<file path="src/rtl/rid_pkg.sv">
// Package: shared field widths, opcode constants and the result class type
// for the reserved instruction decode filter.
// Assumes a 32-bit instruction word with a 6-bit major opcode at the top
// and a 6-bit function field at the bottom.
package rid_pkg;

    localparam int OPC_W  = 6;
    localparam int FN_W   = 6;
    localparam int SET_N  = 4;

    localparam logic [OPC_W-1:0] OPC_SPECIAL = 6'b000000;
    localparam logic [OPC_W-1:0] OPC_CP1     = 6'b010001;
    localparam logic [FN_W-1:0]  FN_BARRIER  = 6'b001111;

    // coprocessor-1 memory opcodes (word/doubleword load and store)
    localparam logic [SET_N*OPC_W-1:0] CP1_MEM_SET =
        {6'b110001, 6'b110101, 6'b111001, 6'b111101};

    // linked load / conditional store opcodes (word and doubleword)
    localparam logic [SET_N*OPC_W-1:0] LINK_SET =
        {6'b110000, 6'b110100, 6'b111000, 6'b111100};

    typedef enum logic [1:0] {
        CLS_PASS = 2'd0,
        CLS_RSVD = 2'd1,
        CLS_NOP  = 2'd2
    } rid_cls_e;

    typedef struct packed {
        logic [OPC_W-1:0] opc;
        logic [FN_W-1:0]  fn;
    } rid_fields_t;

endpackage

</file>
<file path="src/rtl/rid_opset_match.sv">
// Module: compares one major opcode against a packed set of constants and
// reports whether any entry matches.
// Assumes SET holds N entries of W bits, entry 0 in the low bits.
module rid_opset_match #(
    parameter int W = 6,
    parameter int N = 4,
    parameter logic [N*W-1:0] SET = '0
) (
    input  logic [W-1:0] opc,
    output logic         hit
);

    logic [N-1:0] eq;

    // one comparator per set entry
    for (genvar i = 0; i < N; i++) begin : g_cmp
        assign eq[i] = (opc == SET[i*W +: W]);
    end

    // any comparator firing is a hit
    assign hit = |eq;

endmodule

</file>
<file path="src/rtl/rid_classify.sv">
// Module: combinational classifier. Splits an instruction word into its
// major opcode and function field and sorts it into pass, reserved or
// convert-to-nop.
// Assumes the trap sets and the barrier encoding are disjoint; traps are
// given priority anyway so a collision could never yield both tags.
module rid_classify
    import rid_pkg::*;
#(
    parameter int INSN_W = 32
) (
    input  logic [INSN_W-1:0] insn,
    output rid_cls_e          cls
);

    rid_fields_t f;
    logic        hit_cp1_op;
    logic        hit_cp1_mem;
    logic        hit_link;
    logic        hit_barrier;
    logic        trap_any;

    // pull the two decoded fields out of the word
    always_comb begin
        f.opc = insn[INSN_W-1 -: OPC_W];
        f.fn  = insn[FN_W-1:0];
    end

    rid_opset_match #(.W(OPC_W), .N(SET_N), .SET(CP1_MEM_SET)) u_cp1_mem (
        .opc (f.opc),
        .hit (hit_cp1_mem)
    );

    rid_opset_match #(.W(OPC_W), .N(SET_N), .SET(LINK_SET)) u_link (
        .opc (f.opc),
        .hit (hit_link)
    );

    // single-opcode and opcode+function matches
    always_comb begin
        hit_cp1_op  = (f.opc == OPC_CP1);
        hit_barrier = (f.opc == OPC_SPECIAL) && (f.fn == FN_BARRIER);
        trap_any    = hit_cp1_op | hit_cp1_mem | hit_link;
    end

    // priority: trap over nop over pass
    always_comb begin
        if (trap_any)
            cls = CLS_RSVD;
        else if (hit_barrier)
            cls = CLS_NOP;
        else
            cls = CLS_PASS;
    end

endmodule

</file>
<file path="src/rtl/rid_out_stage.sv">
// Module: output register stage. Captures the valid strobe, the word and
// the two tags on every clock edge.
// Assumes tags are only meaningful with valid; the word register loads only
// on valid so the last accepted word stays visible to a handler.
module rid_out_stage
    import rid_pkg::*;
#(
    parameter int INSN_W = 32
) (
    input  logic              clk,
    input  logic              rst_n,
    input  logic              in_valid,
    input  logic [INSN_W-1:0] in_insn,
    input  rid_cls_e          cls,
    output logic              out_valid,
    output logic [INSN_W-1:0] out_insn,
    output logic              out_rsvd,
    output logic              out_nop
);

    // valid and tag registers, cleared by reset
    always_ff @(posedge clk) begin
        if (!rst_n) begin
            out_valid <= 1'b0;
            out_rsvd  <= 1'b0;
            out_nop   <= 1'b0;
        end else begin
            out_valid <= in_valid;
            out_rsvd  <= in_valid && (cls == CLS_RSVD);
            out_nop   <= in_valid && (cls == CLS_NOP);
        end
    end

    // word register, loads only on an accepted word
    always_ff @(posedge clk) begin
        if (!rst_n)
            out_insn <= '0;
        else if (in_valid)
            out_insn <= in_insn;
    end

    AST_TAG_EXCLUSIVE: assert property (@(posedge clk) disable iff (!rst_n)
        !(out_rsvd && out_nop));

    AST_TAG_NEEDS_VALID: assert property (@(posedge clk) disable iff (!rst_n)
        (out_rsvd || out_nop) |-> out_valid);

    AST_VALID_FOLLOWS: assert property (@(posedge clk) disable iff (!rst_n)
        in_valid |=> out_valid);

    AST_IDLE_FOLLOWS: assert property (@(posedge clk) disable iff (!rst_n)
        !in_valid |=> !out_valid);

    AST_WORD_FORWARD: assert property (@(posedge clk) disable iff (!rst_n)
        in_valid |=> (out_insn == $past(in_insn)));

    AST_WORD_HOLD: assert property (@(posedge clk) disable iff (!rst_n)
        !in_valid |=> $stable(out_insn));

endmodule

</file>
<file path="src/rtl/rid_filter.sv">
// Module: top of the reserved instruction decode filter. Classifies each
// valid instruction word and forwards it one cycle later with a reserved
// exception tag or a convert-to-nop tag.
// Assumes a core with no floating-point unit and no linked memory
// operations; no link state is kept anywhere in this block.
module rid_filter #(
    parameter int INSN_W = 32
) (
    input  logic              clk,
    input  logic              rst_n,
    input  logic              in_valid,
    input  logic [INSN_W-1:0] in_insn,
    output logic              out_valid,
    output logic [INSN_W-1:0] out_insn,
    output logic              out_rsvd,
    output logic              out_nop
);

    import rid_pkg::*;

    rid_cls_e cls;
    logic [OPC_W-1:0] top_opc;
    logic [FN_W-1:0]  top_fn;

    // fields used by the port-level checks below
    assign top_opc = in_insn[INSN_W-1 -: OPC_W];
    assign top_fn  = in_insn[FN_W-1:0];

    rid_classify #(.INSN_W(INSN_W)) u_cls (
        .insn (in_insn),
        .cls  (cls)
    );

    rid_out_stage #(.INSN_W(INSN_W)) u_out (
        .clk       (clk),
        .rst_n     (rst_n),
        .in_valid  (in_valid),
        .in_insn   (in_insn),
        .cls       (cls),
        .out_valid (out_valid),
        .out_insn  (out_insn),
        .out_rsvd  (out_rsvd),
        .out_nop   (out_nop)
    );

    AST_CP1_TRAPS: assert property (@(posedge clk) disable iff (!rst_n)
        (in_valid && top_opc == 6'b010001) |=> (out_rsvd && !out_nop));

    AST_CP1_MEM_TRAPS: assert property (@(posedge clk) disable iff (!rst_n)
        (in_valid && top_opc[5:4] == 2'b11 && top_opc[1:0] == 2'b01
         && top_opc[3] == 1'b0 || in_valid && top_opc[5:4] == 2'b11
         && top_opc[1:0] == 2'b01 && top_opc[3] == 1'b1)
        |=> out_rsvd);

    AST_LINK_TRAPS: assert property (@(posedge clk) disable iff (!rst_n)
        (in_valid && top_opc[5:4] == 2'b11 && top_opc[1:0] == 2'b00)
        |=> (out_rsvd && !out_nop));

    AST_BARRIER_NOP: assert property (@(posedge clk) disable iff (!rst_n)
        (in_valid && top_opc == 6'b000000 && top_fn == 6'b001111)
        |=> (out_nop && !out_rsvd));

    AST_LOADSTORE_PASS: assert property (@(posedge clk) disable iff (!rst_n)
        (in_valid && (top_opc == 6'b100011 || top_opc == 6'b101011))
        |=> (!out_rsvd && !out_nop));

endmodule

</file>
<file path="config.mk">
export PLATFORM = sky130hd
export DESIGN_NAME = rid_filter
export DESIGN_NICKNAME = d
export VERILOG_FILES = /design/src/rtl/rid_pkg.sv /design/src/rtl/rid_opset_match.sv /design/src/rtl/rid_classify.sv /design/src/rtl/rid_out_stage.sv /design/src/rtl/rid_filter.sv
export SDC_FILE = /design/constraint.sdc
export NUM_CORES = 1
export LEC_CHECK = 0
export BUFFER_PORTS_ARGS = -buffer_cell sky130_fd_sc_hd__buf_2
export CORE_UTILIZATION = 47
export CTS_CLUSTER_SIZE = 20
export DETAILED_ROUTE_END_ITERATION = 8
export PLACE_DENSITY_LB_ADDON = 0.1
export SETUP_SLACK_MARGIN = 0.15
export SYNTH_ARGS = -nofsm -noshare
export SYNTH_HDL_FRONTEND = slang
export SYNTH_SLANG_ARGS = --single-unit
</file>
<file path="constraint.sdc">
create_clock -name clk -period 2.25 [get_ports clk]
set_clock_uncertainty 0.05 [all_clocks]
set_input_delay 0.45 -clock clk [delete_from_list [all_inputs] [get_ports clk]]
set_output_delay 0.45 -clock clk [all_outputs]
set_load 0.05 [all_outputs]
</file>
==> results.tsv <==
stage	metric	value	unit
cts	clkTransAtPathRegs	0.10	ns
cts	cts.sinks	35	
status	status	finished clean	
grt	overflow	0	
synthesis	syn_inst	115	
floorplanning	coreArea	2760	µm²
finish	area_growth	29.8	%
grt	grt_usage	0.167	
finish	area.sequential	701	µm²
synthesis	synth.distinct_cells	15	
power	pwr-share-seq	0.532	
synthesis	synth.top_cells.by_area	dfxtp_1 51%, mux2i_1 24%, nor2b_1 15%	
routing	wl_per_cell	11.4	µm
power	leakagePower	0.000921	µW
sta	worst_pin_slew	0.448	ns
synthesis	synth.avg_cell_area	11.8	µm²
critical_path	ff2ff_setup_slack	1.58	ns
floorplanning	pin_count	70	
synthesis	synth_compound_area_frac	0.00827	
sta	report.final.slew_viol_count	0	
synthesis	synth.most_common_cell	dfxtp_1	
hold_path	min_path_cells	3	
finish	multiInputGateArea	608	µm²
placed_design	dpl.hpwl	1.81	mm
sta	max_freq	686	MHz
sta	setup_viol	0	
synthesis	synthArstFlopShare	0	
critical_path	crit_start	u_out.out_insn[28]	
synthesis	ys.flop_type	dfxtp_1	
critical_path	worstReg2RegEnd	u_out.out_insn[28]	
placed_design	pre_cts_slack	0.739	ns
critical_path	cp_slowest_cell	dfxtp_1	
run	max-cap-violations	0	
critical_path	required	1.75	ns
sta	setup_slack	0.793	ns
routing	wirelength	2.47	mm
critical_path	cp.arrival	0.96	ns
critical_path	crit_family	flip-flops	
critical_path	crit_type	flop to primary output	
routing	dr.first_iter.drc_count	23	
power	p_int	869	µW
placed_design	place_congestion	0.653	
cts	cts_root_buf	clkbuf_4	
power	power.density	713	nW/µm²
floorplanning	die_y	55.8	µm
grt	grt_pass1_wl	4.02	mm
floorplanning	die_x	55.8	µm
sta	hold_violations	0	
critical_path	worst-path-buf-inv	1	
sta	period_needed	1.46	ns
critical_path	path_max_fanout	2	
synthesis	synth_top_family_by_area	multiplexers	
critical_path	worstReg2RegStart	u_out.out_insn[28]	
hold_path	hold_start	in_insn[9]	
placed_design	io_buffers	69	
cts	h-tree-depth	2	
cts	cts_resized	0	
floorplanning	die_area	3120	µm²
routing	drtAntennaViolNets	0	
synthesis	synthAdderAreaFrac	0	
synthesis	synth_top_area_frac	0.515	
cts	ctsHoldBuffers	0	
synthesis	ys_seq_elements	35	
synthesis	synth_edf_count	0	
cts	cts_setup_buffers	0	
finish	fin_util	0.641	
sta	rsz0062_at_grt	false	
synthesis	ys.warnings.count	0	
routing	vias	1011	
cts	clockBufferDepth	2	
floorplanning	rows	19	
power	p_sw_frac	0.310	
critical_path	worstSetupEndpointType	primary output	
synthesis	yosys.area_share.simple	0.203	
finish	diodes	0	
routing	first_pass_iters	4	
hold_path	hp-class	primary input to flop	
critical_path	worstPathCellList	buf_2	
finish	final_layout_size_suffix_gt1_frac	0.425	
sta	fin_crit_sh	0.647	
critical_path	ff2ff_path_depth	2	
hold_path	holdPathEnd	u_out.out_insn[9]	
routing	avgViaCountPerCell	4.66	
synthesis	synth-xor-area-share	0	
synthesis	synth_common_cells	35 x dfxtp_1, 32 x mux2i_1, 32 x nor2b_1	
synthesis	synth_largest_area_cell	dfxtp_1	
power	ir_drop	0.000554	V
critical_path	cpPeakStageDelay	0.36	ns
power	p_switching	391	µW
cts	cts_buffers	5	
grt	first_global_vias	903	
cts	cts_tree	done	
sta	tns	0	ns
grt	grt_max_degree	35	
finish	final_nets	220	
power	pwr-share-comb	0.223	
synthesis	ys_seq_area_frac	0.515	
synthesis	syn_area	1360	µm²
finish	n_fill_cell	236	
synthesis	synthMuxAreaShare	0.235	
power	p_clk_frac	0.245	
routing	drc	0	
critical_path	startpoint_type	flop	
sta	slew-limit-headroom	0.701	
grt	antenna_found_initial	0	
synthesis	mappedNetlistNets	150	
cts	clk_latency	0.32	ns
floorplanning	start_util	0.494	
metal layers:
layer  vias up  wire, µm  share of wire  track usage
li1        526         -              -            -
met1       439      1070           0.43        0.196
met2        41      1120           0.45        0.265
met3         5       234          0.095       0.0791
met4         0        41          0.017       0.0627
met5         -         0              0            0
sequential cells by signal, indices dropped and copies added, names as in the netlist:
| signal | cells |
|---|---|
| u_out.out_rsvd | 1 |
| u_out.out_valid | 1 |
| u_out.out_nop | 1 |
| u_out.out_insn | 32 |
placed cells by master, fill, tap and decap left out:
cell type,count
buf_2,69
nor3b_1,1
clkbuf_1,2
inv_1,1
and2_1,1
nand3b_1,1
mux2i_1,32
clkbuf_4,5
or4_4,1
nand4bb_1,1
o2111a_1,1
clkinv_2,1
nor4_4,1
nand3b_2,1
nor2b_1,32
dfxtp_1,35
buf_12,1
kinds of logic after synthesis:
family,count (synthesis)
flip-flops,35
buffers and inverters,8
AO/OA/AOI/OAI,1
AND/OR/NAND/NOR,39
multiplexers,32
tightest hold or removal path: cells and delay by family:
| kind | cells | cell delay [ns] |
|---|---|---|
| and+or+nand+nor | 1 | 0.09 |
| buffers and inverters | 1 | 0.07 |
| muxes | 1 | 0.06 |
how the worst max path moves through the flow:
stage                          to  slack, ns  cells after the start
6_report             out_insn[28]       0.79                      1
5_1_grt              out_insn[27]       0.75                      1
4_1_cts              out_insn[28]       0.78                      1
3_5_place_dp    u_out.out_insn[7]       0.74                      4
3_3_place_gp   u_out.out_insn[25]       0.77                      4
2_1_floorplan       u_out.out_nop       1.02                      2
power by group through the flow:
| stage | Sequential [µW] | Combinational [µW] | Clock (µW) |
|---|---|---|---|
| CTS | 670 | 284 | 325 |
| finish | 670 | 281 | 309 |
| floorplan | 807 | 83.9 | 0 |
| detailed placement | 684 | 283 | 0 |
| global placement | 683 | 280 | 0 |
| global route | 674 | 298 | 350 |
stage by stage:
step                      cell area [µm²]  cells  hold WS [ns]  power, µW
after global routing                 1770    217         0.322       1320
after CTS                            1770    217         0.316       1280
after detailed placement             1720    209         0.447        968
after global placement               1720    209         0.440        963
final                                1770    217         0.330       1260
after floorplan                      1360    115         0.528        891
area by class of cell:
type,count,share of cell area
Clock buffer,7,0.0255
Clock inverter,1,0.00283
Inverter,1,0.00212
Multi-Input combinational cell,72,0.344
Sequential cell,35,0.397
Tap cell,31,0.0220
Timing Repair Buffer,70,0.207
No activity file was read; power rests on OpenSTA's default activity.
